===== src/rtl/fbdiv_pkg.sv =====
package fbdiv_pkg;
  localparam int SEL_W = 3;
  localparam int DIV_W = 8;

  typedef logic [SEL_W-1:0] sel_t;
  typedef logic [DIV_W-1:0] ratio_t;

  typedef struct packed {
    logic   ok;
    ratio_t ratio;
  } div_cfg_t;

  // Map a reference select code to its divide ratio; code 100 is unsupported.
  function automatic div_cfg_t decode_sel(input sel_t code);
    div_cfg_t cfg;
    cfg.ok = 1'b1;
    case (code)
      3'b000:  cfg.ratio = ratio_t'(128);
      3'b001:  cfg.ratio = ratio_t'(64);
      3'b010:  cfg.ratio = ratio_t'(48);
      3'b011:  cfg.ratio = ratio_t'(32);
      3'b101:  cfg.ratio = ratio_t'(16);
      3'b110:  cfg.ratio = ratio_t'(8);
      3'b111:  cfg.ratio = ratio_t'(4);
      default: begin
        cfg.ok    = 1'b0;
        cfg.ratio = '0;
      end
    endcase
    return cfg;
  endfunction

  function automatic logic sel_is_valid(input sel_t code);
    div_cfg_t cfg;
    cfg = decode_sel(code);
    return cfg.ok;
  endfunction

  function automatic ratio_t sel_ratio(input sel_t code);
    div_cfg_t cfg;
    cfg = decode_sel(code);
    return cfg.ratio;
  endfunction
endpackage


===== src/rtl/fbdiv_divider.sv =====
module fbdiv_divider #(
  parameter int DIV_W = 8
) (
  input  logic             clk,
  input  logic             rst_n,
  input  logic             restart,
  input  logic             cfg_ok,
  input  logic [DIV_W-1:0] ratio,
  output logic [DIV_W-1:0] phase_cnt,
  output logic             fb_clk
);
  logic [DIV_W-1:0] cnt_q, cnt_d;
  logic             wrap;

  always_comb begin
    wrap = (cnt_q == ratio - 1'b1);
    if (restart)   cnt_d = '0;
    else if (wrap) cnt_d = '0;
    else           cnt_d = cnt_q + 1'b1;
  end

  always_ff @(posedge clk or negedge rst_n) begin
    if (!rst_n) cnt_q <= '0;
    else        cnt_q <= cnt_d;
  end

  assign phase_cnt = cnt_q;
  assign fb_clk    = cfg_ok && (cnt_q < (ratio >> 1));
endmodule


===== src/rtl/fbdiv_phase_meas.sv =====
module fbdiv_phase_meas #(
  parameter int DIV_W     = 8,
  parameter int WIN_SHIFT = 3
) (
  input  logic             clk,
  input  logic             rst_n,
  input  logic             ref_in,
  input  logic             restart,
  input  logic [DIV_W-1:0] phase_cnt,
  input  logic [DIV_W-1:0] ratio,
  output logic             meas_valid,
  output logic [DIV_W-1:0] meas_err,
  output logic             meas_inwin
);
  localparam int MAG_W = DIV_W + WIN_SHIFT;

  logic             ref_q;
  logic             take;
  logic [DIV_W-1:0] half;
  logic [DIV_W-1:0] err_raw;
  logic [DIV_W-1:0] mag;
  logic [MAG_W-1:0] mag_scaled;
  logic [MAG_W-1:0] ratio_ext;
  logic             inwin_raw;

  logic             valid_q, valid_d;
  logic [DIV_W-1:0] err_q, err_d;
  logic             win_q, win_d;

  always_comb begin
    take       = ref_in && !ref_q && !restart;
    half       = ratio >> 1;
    err_raw    = (phase_cnt < half) ? phase_cnt : (phase_cnt - ratio);
    mag        = err_raw[DIV_W-1] ? (~err_raw + 1'b1) : err_raw;
    mag_scaled = {{WIN_SHIFT{1'b0}}, mag} << WIN_SHIFT;
    ratio_ext  = {{WIN_SHIFT{1'b0}}, ratio};
    inwin_raw  = (mag_scaled < ratio_ext);

    valid_d = take;
    err_d   = take ? err_raw   : err_q;
    win_d   = take ? inwin_raw : win_q;
  end

  always_ff @(posedge clk or negedge rst_n) begin
    if (!rst_n) begin
      ref_q   <= 1'b0;
      valid_q <= 1'b0;
      err_q   <= '0;
      win_q   <= 1'b0;
    end else begin
      ref_q   <= ref_in;
      valid_q <= valid_d;
      err_q   <= err_d;
      win_q   <= win_d;
    end
  end

  assign meas_valid = valid_q;
  assign meas_err   = err_q;
  assign meas_inwin = win_q;
endmodule


===== src/rtl/fbdiv_lock_hyst.sv =====
module fbdiv_lock_hyst #(
  parameter int LOCK_CNT   = 16,
  parameter int UNLOCK_CNT = 4
) (
  input  logic clk,
  input  logic rst_n,
  input  logic restart,
  input  logic meas_valid,
  input  logic meas_inwin,
  output logic lock
);
  localparam int IN_W  = $clog2(LOCK_CNT + 1);
  localparam int OUT_W = $clog2(UNLOCK_CNT + 1);

  logic [IN_W-1:0]  hit_q, hit_d;
  logic [OUT_W-1:0] miss_q, miss_d;
  logic             lock_q, lock_d;

  always_comb begin
    hit_d  = hit_q;
    miss_d = miss_q;
    lock_d = lock_q;
    if (restart) begin
      hit_d  = '0;
      miss_d = '0;
      lock_d = 1'b0;
    end else if (meas_valid) begin
      if (meas_inwin) begin
        miss_d = '0;
        if (hit_q != IN_W'(LOCK_CNT)) hit_d = hit_q + 1'b1;
        if (hit_d == IN_W'(LOCK_CNT)) lock_d = 1'b1;
      end else begin
        hit_d = '0;
        if (miss_q != OUT_W'(UNLOCK_CNT)) miss_d = miss_q + 1'b1;
        if (miss_d == OUT_W'(UNLOCK_CNT)) lock_d = 1'b0;
      end
    end
  end

  always_ff @(posedge clk or negedge rst_n) begin
    if (!rst_n) begin
      hit_q  <= '0;
      miss_q <= '0;
      lock_q <= 1'b0;
    end else begin
      hit_q  <= hit_d;
      miss_q <= miss_d;
      lock_q <= lock_d;
    end
  end

  assign lock = lock_q;
endmodule


===== src/rtl/refsel_fbdiv_lock.sv =====
module refsel_fbdiv_lock
  import fbdiv_pkg::*;
#(
  parameter int LOCK_CNT   = 16,
  parameter int UNLOCK_CNT = 4,
  parameter int WIN_SHIFT  = 3
) (
  input  logic             clk,
  input  logic             rst_n,
  input  logic [SEL_W-1:0] ref_sel,
  input  logic             ref_in,
  output logic             fb_clk,
  output logic             phase_valid,
  output logic [DIV_W-1:0] phase_err,
  output logic             lock
);
  logic [SEL_W-1:0] sel_q, sel_d;
  logic             sel_chg;
  logic             in_ok;
  logic             restart;
  div_cfg_t         act_cfg;
  logic [DIV_W-1:0] phase_cnt;
  logic             meas_inwin;

  always_comb begin
    sel_chg = (ref_sel != sel_q);
    in_ok   = sel_is_valid(ref_sel);
    restart = sel_chg || !in_ok;
    sel_d   = sel_chg ? ref_sel : sel_q;
    act_cfg = decode_sel(sel_q);
  end

  always_ff @(posedge clk or negedge rst_n) begin
    if (!rst_n) sel_q <= '0;
    else        sel_q <= sel_d;
  end

  fbdiv_divider #(.DIV_W(DIV_W)) u_div (
    .clk       (clk),
    .rst_n     (rst_n),
    .restart   (restart),
    .cfg_ok    (act_cfg.ok),
    .ratio     (act_cfg.ratio),
    .phase_cnt (phase_cnt),
    .fb_clk    (fb_clk)
  );

  fbdiv_phase_meas #(.DIV_W(DIV_W), .WIN_SHIFT(WIN_SHIFT)) u_meas (
    .clk        (clk),
    .rst_n      (rst_n),
    .ref_in     (ref_in),
    .restart    (restart),
    .phase_cnt  (phase_cnt),
    .ratio      (act_cfg.ratio),
    .meas_valid (phase_valid),
    .meas_err   (phase_err),
    .meas_inwin (meas_inwin)
  );

  fbdiv_lock_hyst #(.LOCK_CNT(LOCK_CNT), .UNLOCK_CNT(UNLOCK_CNT)) u_lock (
    .clk        (clk),
    .rst_n      (rst_n),
    .restart    (restart),
    .meas_valid (phase_valid),
    .meas_inwin (meas_inwin),
    .lock       (lock)
  );
endmodule


===== config.mk =====
export PLATFORM = sky130hd
export DESIGN_NAME = refsel_fbdiv_lock
export DESIGN_NICKNAME = d
export VERILOG_FILES = /design/src/rtl/fbdiv_pkg.sv /design/src/rtl/fbdiv_divider.sv /design/src/rtl/fbdiv_phase_meas.sv /design/src/rtl/fbdiv_lock_hyst.sv /design/src/rtl/refsel_fbdiv_lock.sv
export SDC_FILE = /design/constraint.sdc
export NUM_CORES = 1
export LEC_CHECK = 0
export ABC_AREA = 1
export ABC_CLOCK_PERIOD_IN_PS = 2960
export BUFFER_PORTS_ARGS = -buffer_cell sky130_fd_sc_hd__clkbuf_2
export CAP_MARGIN = 20
export CORE_ASPECT_RATIO = 0.7
export CORE_UTILIZATION = 56
export DETAILED_ROUTE_END_ITERATION = 12
export GPL_TIMING_DRIVEN = 0
export PLACE_DENSITY = 0.85
export SLEW_MARGIN = 0
export SYNTH_ARGS = -nofsm -noshare
export SYNTH_HDL_FRONTEND = slang
export SYNTH_HIERARCHICAL = 1
export SYNTH_SLANG_ARGS = --single-unit

===== constraint.sdc =====
create_clock -name clk -period 2.96 [get_ports clk]
set_input_delay 0 -clock clk [delete_from_list [all_inputs] [get_ports clk]]
set_output_delay 0 -clock clk [all_outputs]
set_load 0.01 [all_outputs]

==> results <==
- The overall overflow remaining after global route is 0.
- The reported leakage power is 0.001992 uW.
- STA classifies the critical path endpoint as a flip-flop.
- The initial core utilization is 58.12%.
- STA classifies the critical path startpoint as a flip-flop.
- The first detailed-routing pass ran for 5 iterations.
- The total setup violations reported at the end of the flow is 1.
- Across the whole layout, storage elements account for 779.5 um2.
- Using the TritonRoute via totals, the vias-per-cell ratio works out to 5.662.
- The residual antenna-violating net count after detailed routing is 0.
- The number of antenna violations at the first check in global routing is 0.
- Summing the sequential cell areas from Yosys gives 25.39% of the chip area.
- The number of slew-limit violations in the final report is 0.
- After synthesis, the mean cell area works out to 6.599 um2.
- In this run the number of H-tree levels came out at 2.
- The average routed wire per standard cell is 15.55 um.
- The number of hold violations in the final report is 0.
- The global-route total usage across every layer is 30.93%.
- The clock tree from TritonCTS is built.
- The proportion of register bits with asynchronous set or reset after synthesis is 100.0%.
- The share of synthesized area in the top cell type comes to 25.39%.
- Fill cells in the final layout number 361.
- The master of the slowest instance on the critical path is dfrtp_2.
- The maximum clock path buffer count is 2.
- Counting cells, the worst reg-to-reg path comes to 22.
- For this run, the top clock speed supported by timing is 301.8 MHz.
- The maximum number of pins on one net before global-route repair is 32.
- The half-perimeter wire length after detailed placement is 5454 um.
- The core outline area is 5258 um2.
- The yosys synthesis warning count is 6.
- The leading area contributor after synthesis is dfrtp_1.
- The worst max-slew margin expressed relative to the limit is 48.20%.
- The top cell types in the final layout, fill and taps aside, are nand2_1, inv_1, nand3_1.
- Leaving out fill and tap cells, the most frequent cell in the layout is nand2_1.
- In this design, the stage delay of the slowest critical-path cell is 0.49 ns.
- Traced cell by cell, the critical path runs through clkinv_4 -> buf_4 -> nand3_2 -> o21ai_4 -> inv_4 -> ha_4 -> nand2_1 -> nor2_1 -> nand3_2 -> nand2_1 -> nand2_2 -> nand3_4 -> inv_6 -> buf_4 -> o22ai_1 -> ha_1 -> a21oi_2 -> o21ai_1 -> o21a_1 -> nor3_2 -> nand3_1 -> nand2_1.
- Setup repair after global routing could not meet its margin everywhere.
- Summing every instance area after synthesis gives 3055 um2.
- The path type of the worst min-delay path is primary input to asynchronous set/reset pin.
- The number of remaining DRC errors is 0.
- The multiplexer area fraction after synthesis is 0%.
- The insertion delay of the later-clocked pin in the worst-skew pair is 0.28 ns.
- The run finished, with violations left.
- The final instance count without filler cells is 612.
- The design draws 1316 uW.
- Of the total synthesized cell area, the portion taken by AND, OR, NAND and NOR gates is 39.56%.
- In this run the vertical extent of the chip is 63.80 um.
- After synthesis, the netlist uses 37 different library cells.
- In this run the power density over the cells is 327.1 nW/um2.
- The cell repeated most along the worst path is nand2_1.
- In this run the tool buffered the top-level ports with 16 buffer cells.
- The post-route worst hold slack is 0.3225 ns.
- The number of global-route vias before repair is 3,078.
- The minimum clock period after layout is 3.314 ns.
- Cells with a size suffix above 1 make up 27.41% of the layout.
- The first global-routing pass estimated 14,030 um of wire.
- The peak supply drop is 291.8 uV.
- The largest family of logic cells by synthesized area is simple AND/OR/NAND/NOR gates.
- The synthesized netlist devotes 8.886% of its cell area to compound gates.
- In the post-synthesis netlist, the biggest area contributors are dfrtp_1, nand2_1, ha_1.
- In this run the clock root is driven by a clkbuf_8.
- The die is 90.29 um wide.
- TritonCTS created 5 clock buffers.
- The final setup skew is 0.003469 ns.
- The largest driver fanout on the critical path is 7.
- The number of maximum-capacitance violations is 0.
- The area share of xor/xnor cells in the synthesized design is 2.867%.
- The critical path class is flip-flop to flip-flop.
- The multi-input combinational cells in the finished layout cover a total of 2306 um2.
- The number of placement rows is 22.
- At the end of routability-driven placement, the weighted congestion stood at 0.8828.
- Synthesis handed over a netlist of 463 instances.
- 0 antenna diodes ended up in the layout.
- Among all flip-flop cells after synthesis, the most frequent one is dfrtp_1.
- The placement-stage worst setup slack is -0.4998 ns.
- The synthesized flop and latch total is 31.
- Detailed routing inserted a total of 3,465 vias.
- The area growth from synthesis to layout is 31.65%.
- At the pin with the least slew margin, the transition time is 0.7770 ns.
- The post-route clock period utilization is 112.0%.
- The post-layout worst setup margin is -0.3540 ns.
- The data arrival time of the worst path is 3.54 ns.
- The number of DRC markers in iteration 0 is 269.
- Clock-pin slew was measured on the worst setup and hold paths at 0.07 ns.
- In this run the count of I/O pins placed on the die edge is 17.
- The adder-cell share of the synthesized area is 12.94%.
- The die covers 5760 um2.
- The net total in the final layout is 577.
- The number of sinks on the clock net is 31.
- Counting tap cells, the placed design contains a total of 561 instances.
- STA puts the critical path data required time at 3.18 ns.
- The checks that failed: negative setup slack.
- The routed design has 9518 um of wire.
- In this run, synthesis inferred 0 flip-flops with an integrated enable.
==> final timing paths <==
path / slack [ns] / from / to
max: -0.35 / sel_q[2]$_DFFE_PN0P_ / u_meas/meas_inwin$_DFFE_PN0P_
min: 0.32 / rst_n / u_meas/meas_err[2]$_DFFE_PN0P_
max reg2reg: -0.35 / sel_q[2]$_DFFE_PN0P_ / u_meas/meas_inwin$_DFFE_PN0P_
min reg2reg: 0.43 / u_meas/ref_q$_DFF_PN0_ / u_meas/meas_valid$_DFF_PN0_
max in group asynchronous: 2.09 / rst_n / sel_q[2]$_DFFE_PN0P_
min in group clk: 0.38 / ref_in / u_meas/ref_q$_DFF_PN0_
==> state kept, by name, indices dropped and copies added (netlist names) <==
name / count
u_meas/meas_err: 8
sel_q: 3
u_meas/ref_q: 1
u_meas/meas_inwin: 1
u_lock/miss_q: 3
u_lock/lock: 1
u_div/phase_cnt: 8
u_meas/meas_valid: 1
u_lock/hit_q: 5
==> cell families after synthesis <==
group / after synthesis
AOI/OAI and AO/OA: 49
other: 1
DFF: 31
and+or+nand+nor: 259
buffers and inverters: 82
adders and majority gates: 31
xor gates and xnor gates: 10
==> cell usage after synthesis, drive strengths merged (2+ instances only) <==
cell    count
nor3        6
and3        3
inv        76
nand3b      3
o22ai       6
nand4       8
xor2        6
or2         2
xnor2       4
clkbuf      4
a21oi      19
o21ai      21
nand2     151
dfrtp      31
nand3      51
nor2       33
ha         30
==> through the flow <==
stage	utilization (%)	instance area, um2	setup TNS (ns)
6_report	76.51	4023	-0.3540
5_1_grt	76.51	4023	-0.4792
4_1_cts	72.87	3831	-0.1801
3_5_place_dp	63.28	3327	-0.4998
3_3_place_gp	63.28	3327	-0.4245
2_1_floorplan	-	3157	-0.04800
==> layer usage <==
metal / GRT usage [%] / vias to the layer above / share of wire (%)
met4: 9.073 / 0 / 2.4
met2: 54.68 / 158 / 50
met5: 0 / - / 0
met1: 38.45 / 1649 / 41
li1: - / 1636 / -
met3: 6.310 / 22 / 6.5
==> critical path: cells and delay by family (launching register included) <==
kind            cells  cell delay, ns
fa+ha+maj           2            0.58
simple gates       10            0.99
flops               1            0.49
buf+inv             5            0.47
compound gates      5            0.70
==> where the power goes <==
| group | switching (uW) | leakage, uW | internal [uW] |
|---|---|---|---|
| combinational | 289 | 0.00153 | 197 |
| clock | 164 | 0.0000470 | 182 |
| sequential | 28.0 | 0.000416 | 454 |
==> area by class of cell <==
type                            count  share of cell area [%]
Clock inverter                      1                  0.1244
Multi-Input combinational cell    360                   57.32
Inverter                           77                   7.621
Sequential cell                    31                   19.38
Clock buffer                        6                   2.053
Tap cell                           72                   2.240
Buffer                              5                  0.6532
Timing Repair Buffer               60                   10.61
==> repair_timing <==
| action | in CTS | in global routing |
|---|---|---|
| hold buffers | 5 | 0 |
| resized for setup | 30 | 25 |
| endpoints found under the setup margin | 1 | 1 |
| hold endpoints to repair | 36 | 0 |
| pin swaps | 19 | 20 |
| buffers inserted | 28 | 11 |
(Power assumes the default switching activity.)
